<file path="src/rtl/nfa_pkg.sv">
package nfa_pkg;

    typedef enum logic [4:0] {
        OP_ADD  = 5'd0,
        OP_SUB  = 5'd1,
        OP_INC  = 5'd2,
        OP_DEC  = 5'd3,
        OP_NEG  = 5'd4,
        OP_NOT  = 5'd5,
        OP_AND  = 5'd6,
        OP_OR   = 5'd7,
        OP_CLR  = 5'd8,
        OP_CPY  = 5'd9,
        OP_XCH  = 5'd10,
        OP_ADDI = 5'd11,
        OP_EQ   = 5'd16,
        OP_NE   = 5'd17,
        OP_ZR   = 5'd18,
        OP_NZ   = 5'd19,
        OP_GT   = 5'd20,
        OP_GE   = 5'd21,
        OP_LT   = 5'd22,
        OP_LE   = 5'd23
    } nfa_op_e;

    typedef enum logic [1:0] {
        ST_IDLE = 2'd0,
        ST_CALC = 2'd1,
        ST_SCAN = 2'd2
    } nfa_state_e;

    localparam int DEC_RADIX = 10;

endpackage

</file>
<file path="src/rtl/nfa_nib_pick.sv">
module nfa_nib_pick #(
    parameter int NIB_W = 4,
    parameter int NIBS  = 16,
    localparam int IDX_W = $clog2(NIBS)
) (
    input  logic [NIB_W*NIBS-1:0] vec_i,
    input  logic [IDX_W-1:0]      idx_i,
    output logic [NIB_W-1:0]      nib_o
);
    logic [NIB_W-1:0] lanes [NIBS];

    for (genvar g = 0; g < NIBS; g++) begin : g_lane
        assign lanes[g] = vec_i[g*NIB_W +: NIB_W];
    end

    assign nib_o = lanes[idx_i];
endmodule

</file>
<file path="src/rtl/nfa_digit_alu.sv">
module nfa_digit_alu
    import nfa_pkg::*;
#(
    parameter int NIB_W = 4,
    localparam int CW = NIB_W + 1,
    localparam int EW = NIB_W + 4
) (
    input  nfa_op_e          op_i,
    input  logic             dec_i,
    input  logic [NIB_W-1:0] da_i,
    input  logic [NIB_W-1:0] db_i,
    input  logic [CW-1:0]    cin_i,
    output logic [NIB_W-1:0] dout_o,
    output logic [CW-1:0]    cout_o
);
    localparam logic [NIB_W-1:0] HEX_MAX = '1;
    localparam logic [NIB_W-1:0] DEC_MAX = NIB_W'(DEC_RADIX - 1);

    logic          bcd;
    logic [EW-1:0] sum;
    logic [EW-1:0] diff;
    logic [NIB_W-1:0] addend, minu, subt;
    logic          neg;

    always_comb begin
        // immediate add ignores the radix mode
        bcd    = dec_i && (op_i != OP_ADDI);
        addend = (op_i == OP_ADD) ? db_i : '0;
        minu   = (op_i == OP_NEG) ? '0 : da_i;
        case (op_i)
            OP_SUB:  subt = db_i;
            OP_NEG:  subt = da_i;
            default: subt = '0;
        endcase
        sum  = EW'(da_i) + EW'(addend) + EW'(cin_i);
        diff = EW'(minu) - EW'(subt) - EW'(cin_i);
        neg  = diff[EW-1];

        dout_o = da_i;
        cout_o = '0;
        unique case (op_i)
            OP_ADD, OP_INC, OP_ADDI: begin
                if (bcd && (sum >= EW'(DEC_RADIX))) begin
                    dout_o = NIB_W'(sum - EW'(DEC_RADIX));
                    cout_o = CW'(1);
                end else if (bcd) begin
                    dout_o = NIB_W'(sum);
                end else begin
                    dout_o = sum[NIB_W-1:0];
                    cout_o = CW'(sum >> NIB_W);
                end
            end
            OP_SUB, OP_DEC, OP_NEG: begin
                if (bcd && neg) dout_o = diff[NIB_W-1:0] + NIB_W'(DEC_RADIX);
                else            dout_o = diff[NIB_W-1:0];
                cout_o = CW'(neg);
            end
            OP_NOT:  dout_o = bcd ? (DEC_MAX - da_i) : (HEX_MAX - da_i);
            OP_AND:  dout_o = da_i & db_i;
            OP_OR:   dout_o = da_i | db_i;
            OP_CLR:  dout_o = '0;
            OP_CPY, OP_XCH: dout_o = db_i;
            default: dout_o = da_i;
        endcase
    end
endmodule

</file>
<file path="src/rtl/nfa_scan_judge.sv">
module nfa_scan_judge
    import nfa_pkg::*;
#(
    parameter int NIB_W = 4
) (
    input  nfa_op_e          op_i,
    input  logic [NIB_W-1:0] da_i,
    input  logic [NIB_W-1:0] db_i,
    input  logic             at_low_i,
    output logic             stop_o,
    output logic             flag_o
);
    logic [NIB_W-1:0] ref_d;
    logic             differ;

    always_comb begin
        ref_d  = ((op_i == OP_ZR) || (op_i == OP_NZ)) ? '0 : db_i;
        differ = (da_i != ref_d);
        stop_o = differ || at_low_i;
        flag_o = 1'b0;
        if (differ) begin
            unique case (op_i)
                OP_NE, OP_NZ:  flag_o = 1'b1;
                OP_GT, OP_GE:  flag_o = (da_i > ref_d);
                OP_LT, OP_LE:  flag_o = (da_i < ref_d);
                default:       flag_o = 1'b0;
            endcase
        end else begin
            unique case (op_i)
                OP_EQ, OP_ZR, OP_GE, OP_LE: flag_o = 1'b1;
                default:                    flag_o = 1'b0;
            endcase
        end
    end
endmodule

</file>
<file path="src/rtl/nib_field_alu.sv">
module nib_field_alu
    import nfa_pkg::*;
#(
    parameter int NIB_W = 4,
    parameter int NIBS  = 16,
    localparam int REG_W = NIB_W * NIBS,
    localparam int IDX_W = $clog2(NIBS),
    localparam int CW    = NIB_W + 1
) (
    input  logic             clk,
    input  logic             rst_n,
    input  logic             exec_i,
    input  logic [4:0]       op_i,
    input  logic             dec_mode_i,
    input  logic [IDX_W-1:0] lo_i,
    input  logic [IDX_W-1:0] hi_i,
    input  logic [NIB_W-1:0] imm_i,
    input  logic [REG_W-1:0] a_i,
    input  logic [REG_W-1:0] b_i,
    output logic [REG_W-1:0] res_o,
    output logic [REG_W-1:0] res_b_o,
    output logic             carry_o,
    output logic             busy_o,
    output logic             done_o
);
    nfa_state_e       state_q, state_d;
    nfa_op_e          op_q, op_in;
    logic             dec_q;
    logic [IDX_W-1:0] idx_q, lo_q, hi_q;
    logic [REG_W-1:0] acc_q, accb_q;
    logic [CW-1:0]    run_c_q, cin_init;
    logic             nz_q, carry_q, done_q;

    logic [NIB_W-1:0] da, db, dout;
    logic [CW-1:0]    cout;
    logic             stop, flag;
    logic             accept, accept_walk, accept_empty;
    logic             fin_calc, fin_scan;
    logic             calc_carry;

    assign op_in = nfa_op_e'(op_i);

    nfa_nib_pick #(.NIB_W(NIB_W), .NIBS(NIBS)) u_pick_a (
        .vec_i(acc_q), .idx_i(idx_q), .nib_o(da)
    );
    nfa_nib_pick #(.NIB_W(NIB_W), .NIBS(NIBS)) u_pick_b (
        .vec_i(accb_q), .idx_i(idx_q), .nib_o(db)
    );
    nfa_digit_alu #(.NIB_W(NIB_W)) u_digit (
        .op_i(op_q), .dec_i(dec_q), .da_i(da), .db_i(db),
        .cin_i(run_c_q), .dout_o(dout), .cout_o(cout)
    );
    nfa_scan_judge #(.NIB_W(NIB_W)) u_judge (
        .op_i(op_q), .da_i(da), .db_i(db), .at_low_i(idx_q == lo_q),
        .stop_o(stop), .flag_o(flag)
    );

    // control decode
    always_comb begin
        accept       = (state_q == ST_IDLE) && exec_i;
        accept_walk  = accept && (lo_i <= hi_i);
        accept_empty = accept && (lo_i > hi_i);
        fin_calc     = (state_q == ST_CALC) && (idx_q == hi_q);
        fin_scan     = (state_q == ST_SCAN) && stop;
        unique case (op_in)
            OP_ADDI:        cin_init = CW'(imm_i) + CW'(1);
            OP_INC, OP_DEC: cin_init = CW'(1);
            default:        cin_init = '0;
        endcase
        unique case (op_q)
            OP_ADD, OP_SUB, OP_INC, OP_DEC, OP_ADDI: calc_carry = cout[0];
            OP_NEG:  calc_carry = nz_q || (dout != '0);
            OP_NOT:  calc_carry = 1'b0;
            default: calc_carry = carry_q;
        endcase
    end

    // next state
    always_comb begin
        state_d = state_q;
        unique case (state_q)
            ST_IDLE: if (accept_walk) state_d = op_i[4] ? ST_SCAN : ST_CALC;
            ST_CALC: if (fin_calc)    state_d = ST_IDLE;
            ST_SCAN: if (fin_scan)    state_d = ST_IDLE;
            default: state_d = ST_IDLE;
        endcase
    end

    // state register
    always_ff @(posedge clk or negedge rst_n) begin
        if (!rst_n) state_q <= ST_IDLE;
        else        state_q <= state_d;
    end

    // datapath and outputs
    always_ff @(posedge clk or negedge rst_n) begin
        if (!rst_n) begin
            op_q    <= OP_ADD;
            dec_q   <= 1'b0;
            idx_q   <= '0;
            lo_q    <= '0;
            hi_q    <= '0;
            acc_q   <= '0;
            accb_q  <= '0;
            run_c_q <= '0;
            nz_q    <= 1'b0;
            carry_q <= 1'b0;
            done_q  <= 1'b0;
        end else begin
            done_q <= accept_empty || fin_calc || fin_scan;
            unique case (state_q)
                ST_IDLE: begin
                    if (accept_walk) begin
                        op_q    <= op_in;
                        dec_q   <= dec_mode_i;
                        lo_q    <= lo_i;
                        hi_q    <= hi_i;
                        acc_q   <= a_i;
                        accb_q  <= b_i;
                        nz_q    <= 1'b0;
                        run_c_q <= cin_init;
                        idx_q   <= op_i[4] ? hi_i : lo_i;
                    end
                end
                ST_CALC: begin
                    // only the digit at idx_q is written
                    acc_q[idx_q*NIB_W +: NIB_W] <= dout;
                    if (op_q == OP_XCH) accb_q[idx_q*NIB_W +: NIB_W] <= da;
                    run_c_q <= cout;
                    nz_q    <= nz_q || (dout != '0);
                    if (fin_calc) carry_q <= calc_carry;
                    else          idx_q   <= idx_q + IDX_W'(1);
                end
                ST_SCAN: begin
                    if (fin_scan) carry_q <= flag;
                    else          idx_q   <= idx_q - IDX_W'(1);
                end
                default: ;
            endcase
        end
    end

    assign res_o   = acc_q;
    assign res_b_o = accb_q;
    assign carry_o = carry_q;
    assign busy_o  = (state_q != ST_IDLE);
    assign done_o  = done_q;
endmodule

</file>
<file path="config.mk">
export PLATFORM = sky130hd
export DESIGN_NAME = nib_field_alu
export DESIGN_NICKNAME = d
export VERILOG_FILES = /design/src/rtl/nfa_pkg.sv /design/src/rtl/nfa_nib_pick.sv /design/src/rtl/nfa_digit_alu.sv /design/src/rtl/nfa_scan_judge.sv /design/src/rtl/nib_field_alu.sv
export SDC_FILE = /design/constraint.sdc
export NUM_CORES = 1
export LEC_CHECK = 0
export ABC_AREA = 1
export CAP_MARGIN = 30
export CELL_PAD_IN_SITES_DETAIL_PLACEMENT = 2
export CELL_PAD_IN_SITES_GLOBAL_PLACEMENT = 2
export CORE_MARGIN = 2
export CORE_UTILIZATION = 35
export DETAILED_ROUTE_END_ITERATION = 7
export DONT_BUFFER_PORTS = 1
export PLACE_DENSITY_LB_ADDON = 0.1
export SETUP_SLACK_MARGIN = 0.4
export SLEW_MARGIN = 20
export SYNTH_ARGS = -nofsm -noshare
export SYNTH_HDL_FRONTEND = slang
export SYNTH_SLANG_ARGS = --single-unit
</file>
<file path="constraint.sdc">
create_clock -name clk -period 4.8 [get_ports clk]
set_input_delay 0.24 -clock clk [delete_from_list [all_inputs] [get_ports clk]]
set_output_delay 0.24 -clock clk [all_outputs]
set_load 0.05 [all_outputs]
</file>
=== After elaboration in Yosys (flattened, before gate mapping) ===
Index checks and enable logic that the tools add are counted.

* Register bits: 156
* Latch bits: 0
* Memory bits (writable): 0
* Bits in read-only memories: 0
* Input port bits: 149
* Output and inout port bits: 131
* Logic and storage cells: 152
* Memories kept: 0

* Add/subtract/negate cells: 12
* Multipliers: 0
* Div/mod/pow operators: 0
* Magnitude comparators: 6
* Equality and inequality tests: 35
* Shifts and indexed selects: 3
* Mux-type cells: 46
* Bitwise logic cells: 3
* Reduce and logical (&&, ||, !) cells: 35

{| class="wikitable"
|+ Operator list
! kind !! count
|-
| 64-bit case mux with 2 select lines || 2
|-
| 64-bit two-way mux || 3
|-
| 64-bit bitwise mux || 2
|-
| 4-bit by 34-bit indexed part select with 64-bit output || 2
|-
| 4-bit by 34-bit variable shift with 64-bit output, first input constant || 1
|-
| 4-bit two-way mux || 15
|-
| 5-bit == test, second input constant || 8
|-
| 6-bit negation with 34-bit output || 1
|-
| 4-bit binary-select mux with 4-bit select || 2
|-
| 5-bit case mux with 2 select lines || 3
|-
| 4-bit case mux with 7 select lines || 1
|-
| 5-bit by 4-bit == test with 1-bit output, second input constant || 5
|-
| 5-bit by 2-bit == test with 1-bit output, second input constant || 4
|-
| 5-bit by 3-bit == test with 1-bit output, second input constant || 4
|-
| 4-bit case mux with 3 select lines || 1
|-
| 5-bit two-way mux || 2
|-
| 2-bit inequality test, second input constant || 5
|-
| 2-bit OR reduction || 5
|-
| 4-bit == test || 2
|-
| 8-bit by 4-bit greater-or-equal comparator with 1-bit output, second input constant || 1
|-
| 4-bit greater-than comparator || 2
|-
| 1-bit logical AND || 8
|-
| 2-bit two-way mux || 4
|-
| 4-bit case mux with 2 select lines || 1
|-
| other kinds (39) || 56
|}

=== Longest topological paths before layout ===
* Depth in word-level cells: 16
* Gate-level depth with buffers: 34
* Mapped depth without buffers: 31

=== Cells and area by module ===
A second synthesis with hierarchy kept.

* Cells, all modules: 1941
* Area total of the unflattened synthesis: 12326.8 µm²

{| class="wikitable"
|+ Modules (own cells, without submodules)
! module !! times used !! cells each !! area an instance (µm²) !! sequential area each (µm²)
|-
| nib_field_alu || 1 || 1283 || 9093.7 || 3903.7
|-
| nfa_nib_pick || 2 || 195 || 854.6 || 0.0
|-
| nfa_digit_alu || 1 || 229 || 1305.0 || 0.0
|-
| nfa_scan_judge || 1 || 39 || 219.0 || 0.0
|}

=== Least setup slack after synthesis ===
No wires, ideal clock.

* Kind: reg-to-reg
* Start point: register idx_q[1]
* End point: register carry_q (netlist: carry_o)
* Library setup time: 118 ps
* Arrival: 3802 ps
* Required time: 4682 ps
* Path slack: 881 ps
* Cell stages (with the launch flop): 31
* Buffers on the path: 2
* Clock period less this slack: 3919 ps
* Cells stage by stage: dfrtp_1 > buf_4 > inv_4 > nor2_2 > buf_6 > nand2_1 > a21oi_1 > nor2_1 > o21ai_1 > nand2_2 > inv_2 > o22ai_1 > ha_1 > inv_1 > fa_1 > fa_1 > xor2_1 > ha_1 > nand3b_1 > nand2_1 > nand2_1 > nand3_1 > nand2_1 > nor2_1 > nand2_1 > nand2_1 > nand3_1 > nand2_1 > nand2_1 > nand2_1 > nand2_1

* Word-level cells in the longest chain between the ends: 16
* Elaborated cells on any way between the ends: 50
* Those cells by class: add/sub: 8; order compare: 3; eq/ne: 5; mux: 23; bitwise: 3; reduce/logical: 8

{| class="wikitable"
|+ Ends and longest elaborated chain
! element !! line !! source
|-
| start, declared || nib_field_alu.sv:29 || <nowiki>logic [IDX_W-1:0] idx_q, lo_q, hi_q;</nowiki>
|-
| start signal, assigned || nib_field_alu.sv:122 || <nowiki>idx_q <= op_i[4] ? hi_i : lo_i;</nowiki>
|-
| start signal, assigned || nib_field_alu.sv:132 || <nowiki>else idx_q <= idx_q + IDX_W'(1);</nowiki>
|-
| start signal, assigned || nib_field_alu.sv:136 || <nowiki>else idx_q <= idx_q - IDX_W'(1);</nowiki>
|-
| 4-bit inverter with 5-bit output (implied by the code) || nfa_nib_pick.sv:16 || <nowiki>assign nib_o = lanes[idx_i];</nowiki>
|-
| 4-bit binary-select mux with 4-bit select || nfa_nib_pick.sv:16 ||
|-
| 4-bit two-way mux (implied by the code) (2 in series) || nfa_nib_pick.sv:16 ||
|-
| 4-bit two-way mux || nfa_digit_alu.sv:28 || <nowiki>addend = (op_i == OP_ADD) ? db_i : '0;</nowiki>
|-
| 4-bit by 4-bit adder with 5-bit output || nfa_digit_alu.sv:35 || <nowiki>sum = EW'(da_i) + EW'(addend) + EW'(cin_i);</nowiki>
|-
| 5-bit by 5-bit adder with 6-bit output || nfa_digit_alu.sv:35 ||
|-
| 8-bit by 4-bit greater-or-equal comparator with 1-bit output || nfa_digit_alu.sv:43 || <nowiki>if (bcd && (sum >= EW'(DEC_RADIX))) begin</nowiki>
|-
| 1-bit logical AND || nfa_digit_alu.sv:43 ||
|-
| 4-bit two-way mux || nfa_digit_alu.sv:43 ||
|-
| 4-bit case mux with 7 select lines || nfa_digit_alu.sv:41 || <nowiki>unique case (op_i)</nowiki>
|-
| 4-bit nonzero test || nib_field_alu.sv:72 || <nowiki>OP_NEG: calc_carry = nz_q || (dout != '0);</nowiki>
|-
| 1-bit logical OR || nib_field_alu.sv:72 ||
|-
| 1-bit case mux with 3 select lines || nib_field_alu.sv:70 || <nowiki>unique case (op_q)</nowiki>
|-
| 1-bit two-way mux || nib_field_alu.sv:131 || <nowiki>if (fin_calc) carry_q <= calc_carry;</nowiki>
|-
| 1-bit case mux with 2 select lines || nib_field_alu.sv:111 || <nowiki>unique case (state_q)</nowiki>
|-
| end signal, assigned || nib_field_alu.sv:131 ||
|-
| end signal, assigned || nib_field_alu.sv:135 || <nowiki>if (fin_scan) carry_q <= flag;</nowiki>
|-
| end, declared || nib_field_alu.sv:32 || <nowiki>logic nz_q, carry_q, done_q;</nowiki>
|}

Parallel ways exist; a longest one is shown, timed or not. The select of a mux whose other input is x is not followed.
A chain may end at the register's enable or synchronous reset.

=== Worst setup path in the final report ===
* Start point: register idx_q[0]
* End point: register acc_q[29] (netlist: res_o[29])

* Word-level cells in the longest chain between the ends: 14
* Elaborated cells on any way between the ends: 32
* Those cells by class: add/sub: 9; order compare: 1; shift: 2; mux: 15; bitwise: 3; reduce/logical: 2

{| class="wikitable"
|+ Ends and longest elaborated chain
! element !! line !! source
|-
| 4-bit inverter with 5-bit output (implied by the code) || nfa_nib_pick.sv:16 ||
|-
| 4-bit binary-select mux with 4-bit select || nfa_nib_pick.sv:16 ||
|-
| 4-bit two-way mux (implied by the code) (2 in series) || nfa_nib_pick.sv:16 ||
|-
| 4-bit two-way mux || nfa_digit_alu.sv:28 ||
|-
| 4-bit by 4-bit adder with 5-bit output || nfa_digit_alu.sv:35 ||
|-
| 5-bit by 5-bit adder with 6-bit output || nfa_digit_alu.sv:35 ||
|-
| 8-bit by 4-bit greater-or-equal comparator with 1-bit output || nfa_digit_alu.sv:43 ||
|-
| 1-bit logical AND || nfa_digit_alu.sv:43 ||
|-
| 4-bit two-way mux || nfa_digit_alu.sv:43 ||
|-
| 4-bit case mux with 7 select lines || nfa_digit_alu.sv:41 ||
|-
| 4-bit by 34-bit indexed part select with 64-bit output || nib_field_alu.sv:127 || <nowiki>acc_q[idx_q*NIB_W +: NIB_W] <= dout;</nowiki>
|-
| 64-bit bitwise mux * || nib_field_alu.sv:127 ||
|-
| 64-bit case mux with 2 select lines * || nib_field_alu.sv:111 ||
|-
| end signal, assigned || nib_field_alu.sv:118 || <nowiki>acc_q <= a_i;</nowiki>
|-
| end signal, assigned by index || nib_field_alu.sv:127 ||
|-
| end, declared || nib_field_alu.sv:30 || <nowiki>logic [REG_W-1:0] acc_q, accb_q;</nowiki>
|}

Every way passes the cells marked *; elsewhere a longest branch is shown, timed or not. The select of a mux whose other input is x is not followed.

==> results.json <==
{
  "status": "complete, but fails checks",
  "failed_checks": "hold timing, setup timing",
  "grt_pass1_vias": 15010,
  "post-route-util_pct": 49.9,
  "yosysUniqueCellTypes": 48,
  "ys_async_sr_fraction_pct": 100,
  "synth_top_area_share_pct": 35.6,
  "hold_violations": 10,
  "grt_usage_pct": 38.8,
  "fillers": 3431,
  "critPathTopFamily": "simple AND/OR/NAND/NOR gates",
  "synth_area_leaders": "dfrtp_1 (36%), nand2_1 (13%), a21oi_1 (10%)",
  "max_stage_delay_ns": 0.53,
  "die_h_um": 181,
  "pin_count": 280,
  "routabilityCongestion": 0.918,
  "synth_seq_cells": 156,
  "syn_nets": 1801,
  "ant_nets": 0,
  "timing.critical_path.buf_inv": 8,
  "die_w_um": 181,
  "rsz0062_at_grt": "yes",
  "layout.cells.most_common": "nand2_1",
  "cp_slowest_cell": "dfrtp_4",
  "cp_max_fo": 13,
  "cts_max_path_buffers": 2,
  "cp-start-kind": "flop",
  "drc": 0,
  "drive_gt1_share_pct": 26.0,
  "avgSynthCellArea_um2": 6.82,
  "wl_per_cell_um": 33.7,
  "cts_sinks": 156,
  "drt-total-wl_um": 76000,
  "worstSetupPathType": "reg -> reg",
  "portBuffers": 0,
  "layout_min_cycle_time_ns": 5.08,
  "synth-seq-area-share_pct": 35.6,
  "cts_root_buffer": "clkbuf_16",
  "worstPathArrival_ns": 5.48,
  "std_cell_rows": 64,
  "fin_crit_sh_pct": 106,
  "maxCapViolations": 0,
  "syn_to_final_growth_pct": 39.8,
  "fin_ws_ns": -0.284,
  "htreeDepth": 4,
  "drt_iter0_markers": 1278,
  "finalMaxSlewViolations": 0,
  "globalRouteOverflowTotal": 0,
  "setup_viol": 45,
  "syn_area_mm2": 0.0110,
  "endpoint_kind": "flop",
  "vias_per_cell": 6.45,
  "path_clk_slew_ns": 0.08,
  "first_pass_iters": 5,
  "synthFlopType": "dfrtp_1",
  "cts_buffers": 17,
  "max_slew_margin_pct": 26.5,
  "synth_warnings": 0,
  "grt_pass1_wl_um": 95800,
  "cts_tree": "yes",
  "n_antenna_cell": 0,
  "grt_max_degree": 157,
  "finalClockSkew_ns": 0.0333,
  "die_area_mm2": 0.0328,
  "instances_no_fill": 2253,
  "place_hpwl_um": 43000,
  "synth_cells": 1609,
  "grt_antenna_before_repair": 2,
  "start_util_pct": 35.7,
  "worst_pin_slew_ns": 1.10,
  "max_freq_ghz": 0.197,
  "dp_cells": 2087,
  "cp_common_cell": "nand2_1",
  "holdWs_ns": -0.0131,
  "clock_latency_ns": 0.50,
  "core_mm2": 0.0307,
  "hold_class": "in -> reg",
  "synth_top_area_cell": "dfrtp_1",
  "vias": 14539,
  "cp.required_ns": 5.20,
  "synth_edf_count": 0,
  "nNetsFinal": 2036,
  "final_cell_mix": "nand2_1 (317), nor2_1 (199), a21oi_1 (183)"
}
==> cell families (layout without fill, tap and decap cells) <==
group	count (synthesis)	after routing	share of synthesized area [%]
simple gates	749	749	28.3
compound gates	399	399	20.2
buf+inv	246	494	9.14
flops	156	156	35.6
fa+ha+maj	43	43	5.45
xor+xnor	16	16	1.28
==> per-layer routing <==
layer  global-route usage (%)  wire [µm]
met1                     48.3      28400
met2                     63.4      35700
met3                     9.19       6880
met4                     18.3       4950
met5                        0         13
==> stage by stage <==
stage / setup TNS (ns) / area (µm²) / worst slack [ns]
6_report: -5.84 / 15300 / -0.284
5_1_grt: -8.65 / 15300 / -0.341
4_1_cts: 0 / 14400 / 0.261
3_5_place_dp: 0 / 12300 / 0.0194
3_3_place_gp: 0 / 12300 / 0.210
2_1_floorplan: 0 / 11000 / 0.881
==> worst register-to-register path: cells and delay by family (launching register included) <==
family          cells  cell delay (ns)
compound gates      3             0.67
simple gates       17             2.14
fa+ha+maj           2             0.60
flops               1             0.53
buf+inv             8             1.06
==> state kept, by name, indices dropped and copies added (netlist names), 2 cells and up <==
signal   count
op_q         5
run_c_q      5
state_q      2
lo_q         4
res_o       64
hi_q         4
idx_q        4
res_b_o     64
==> cells in the mapped netlist (9+ instances only) <==
cell	number
a21oi_1	225
buf_2	17
nand2_1	366
nor2_1	222
inv_2	10
dfrtp_1	156
a211oi_1	10
nor3_1	10
xor2_1	10
inv_1	177
o211ai_1	15
nand4_1	9
a22oi_1	31
nand3_1	109
o21ai_0	85
ha_1	35
clkbuf_1	27
==> final cells by class <==
| cell class | count | area [µm²] | area share [%] |
|---|---|---|---|
| sequential | 156 | 3910 | 25.5 |
| tap | 396 | 495 | 3.23 |
| timing repair buffer | 273 | 2660 | 17.3 |
| multi-input combinational | 1207 | 6950 | 45.3 |
| clock buffer | 23 | 458 | 2.99 |
| inverter | 189 | 731 | 4.76 |
| clock inverter | 9 | 138 | 0.897 |
==> worst paths after layout <==
kind / end / cells after the start / startpoint / slack, ns
worst min-delay path: res_o[15] / 2 / a_i[15] / -0.01
max in group asynchronous: res_b_o[47] / 2 / rst_n / 3.59
worst max register to register: res_o[29] / 30 / idx_q[0] / -0.28
worst min register to register: lo_q[1] / 2 / lo_q[1] / 0.52
min in group asynchronous: res_o[1] / 2 / rst_n / 0.43
worst max-delay path: res_o[29] / 30 / idx_q[0] / -0.28
==> repair_timing <==
item	4_1_cts	5_1_grt
gates cloned	9	3
hold buffers	61	3
pin swaps	33	80
setup endpoints to repair	47	51
resized for setup	125	152
hold endpoints to repair	216	3
setup buffers	28	25
Power is not shown: default switching activity piles up to over one toggle a cycle in this logic, so the estimate is an artifact.
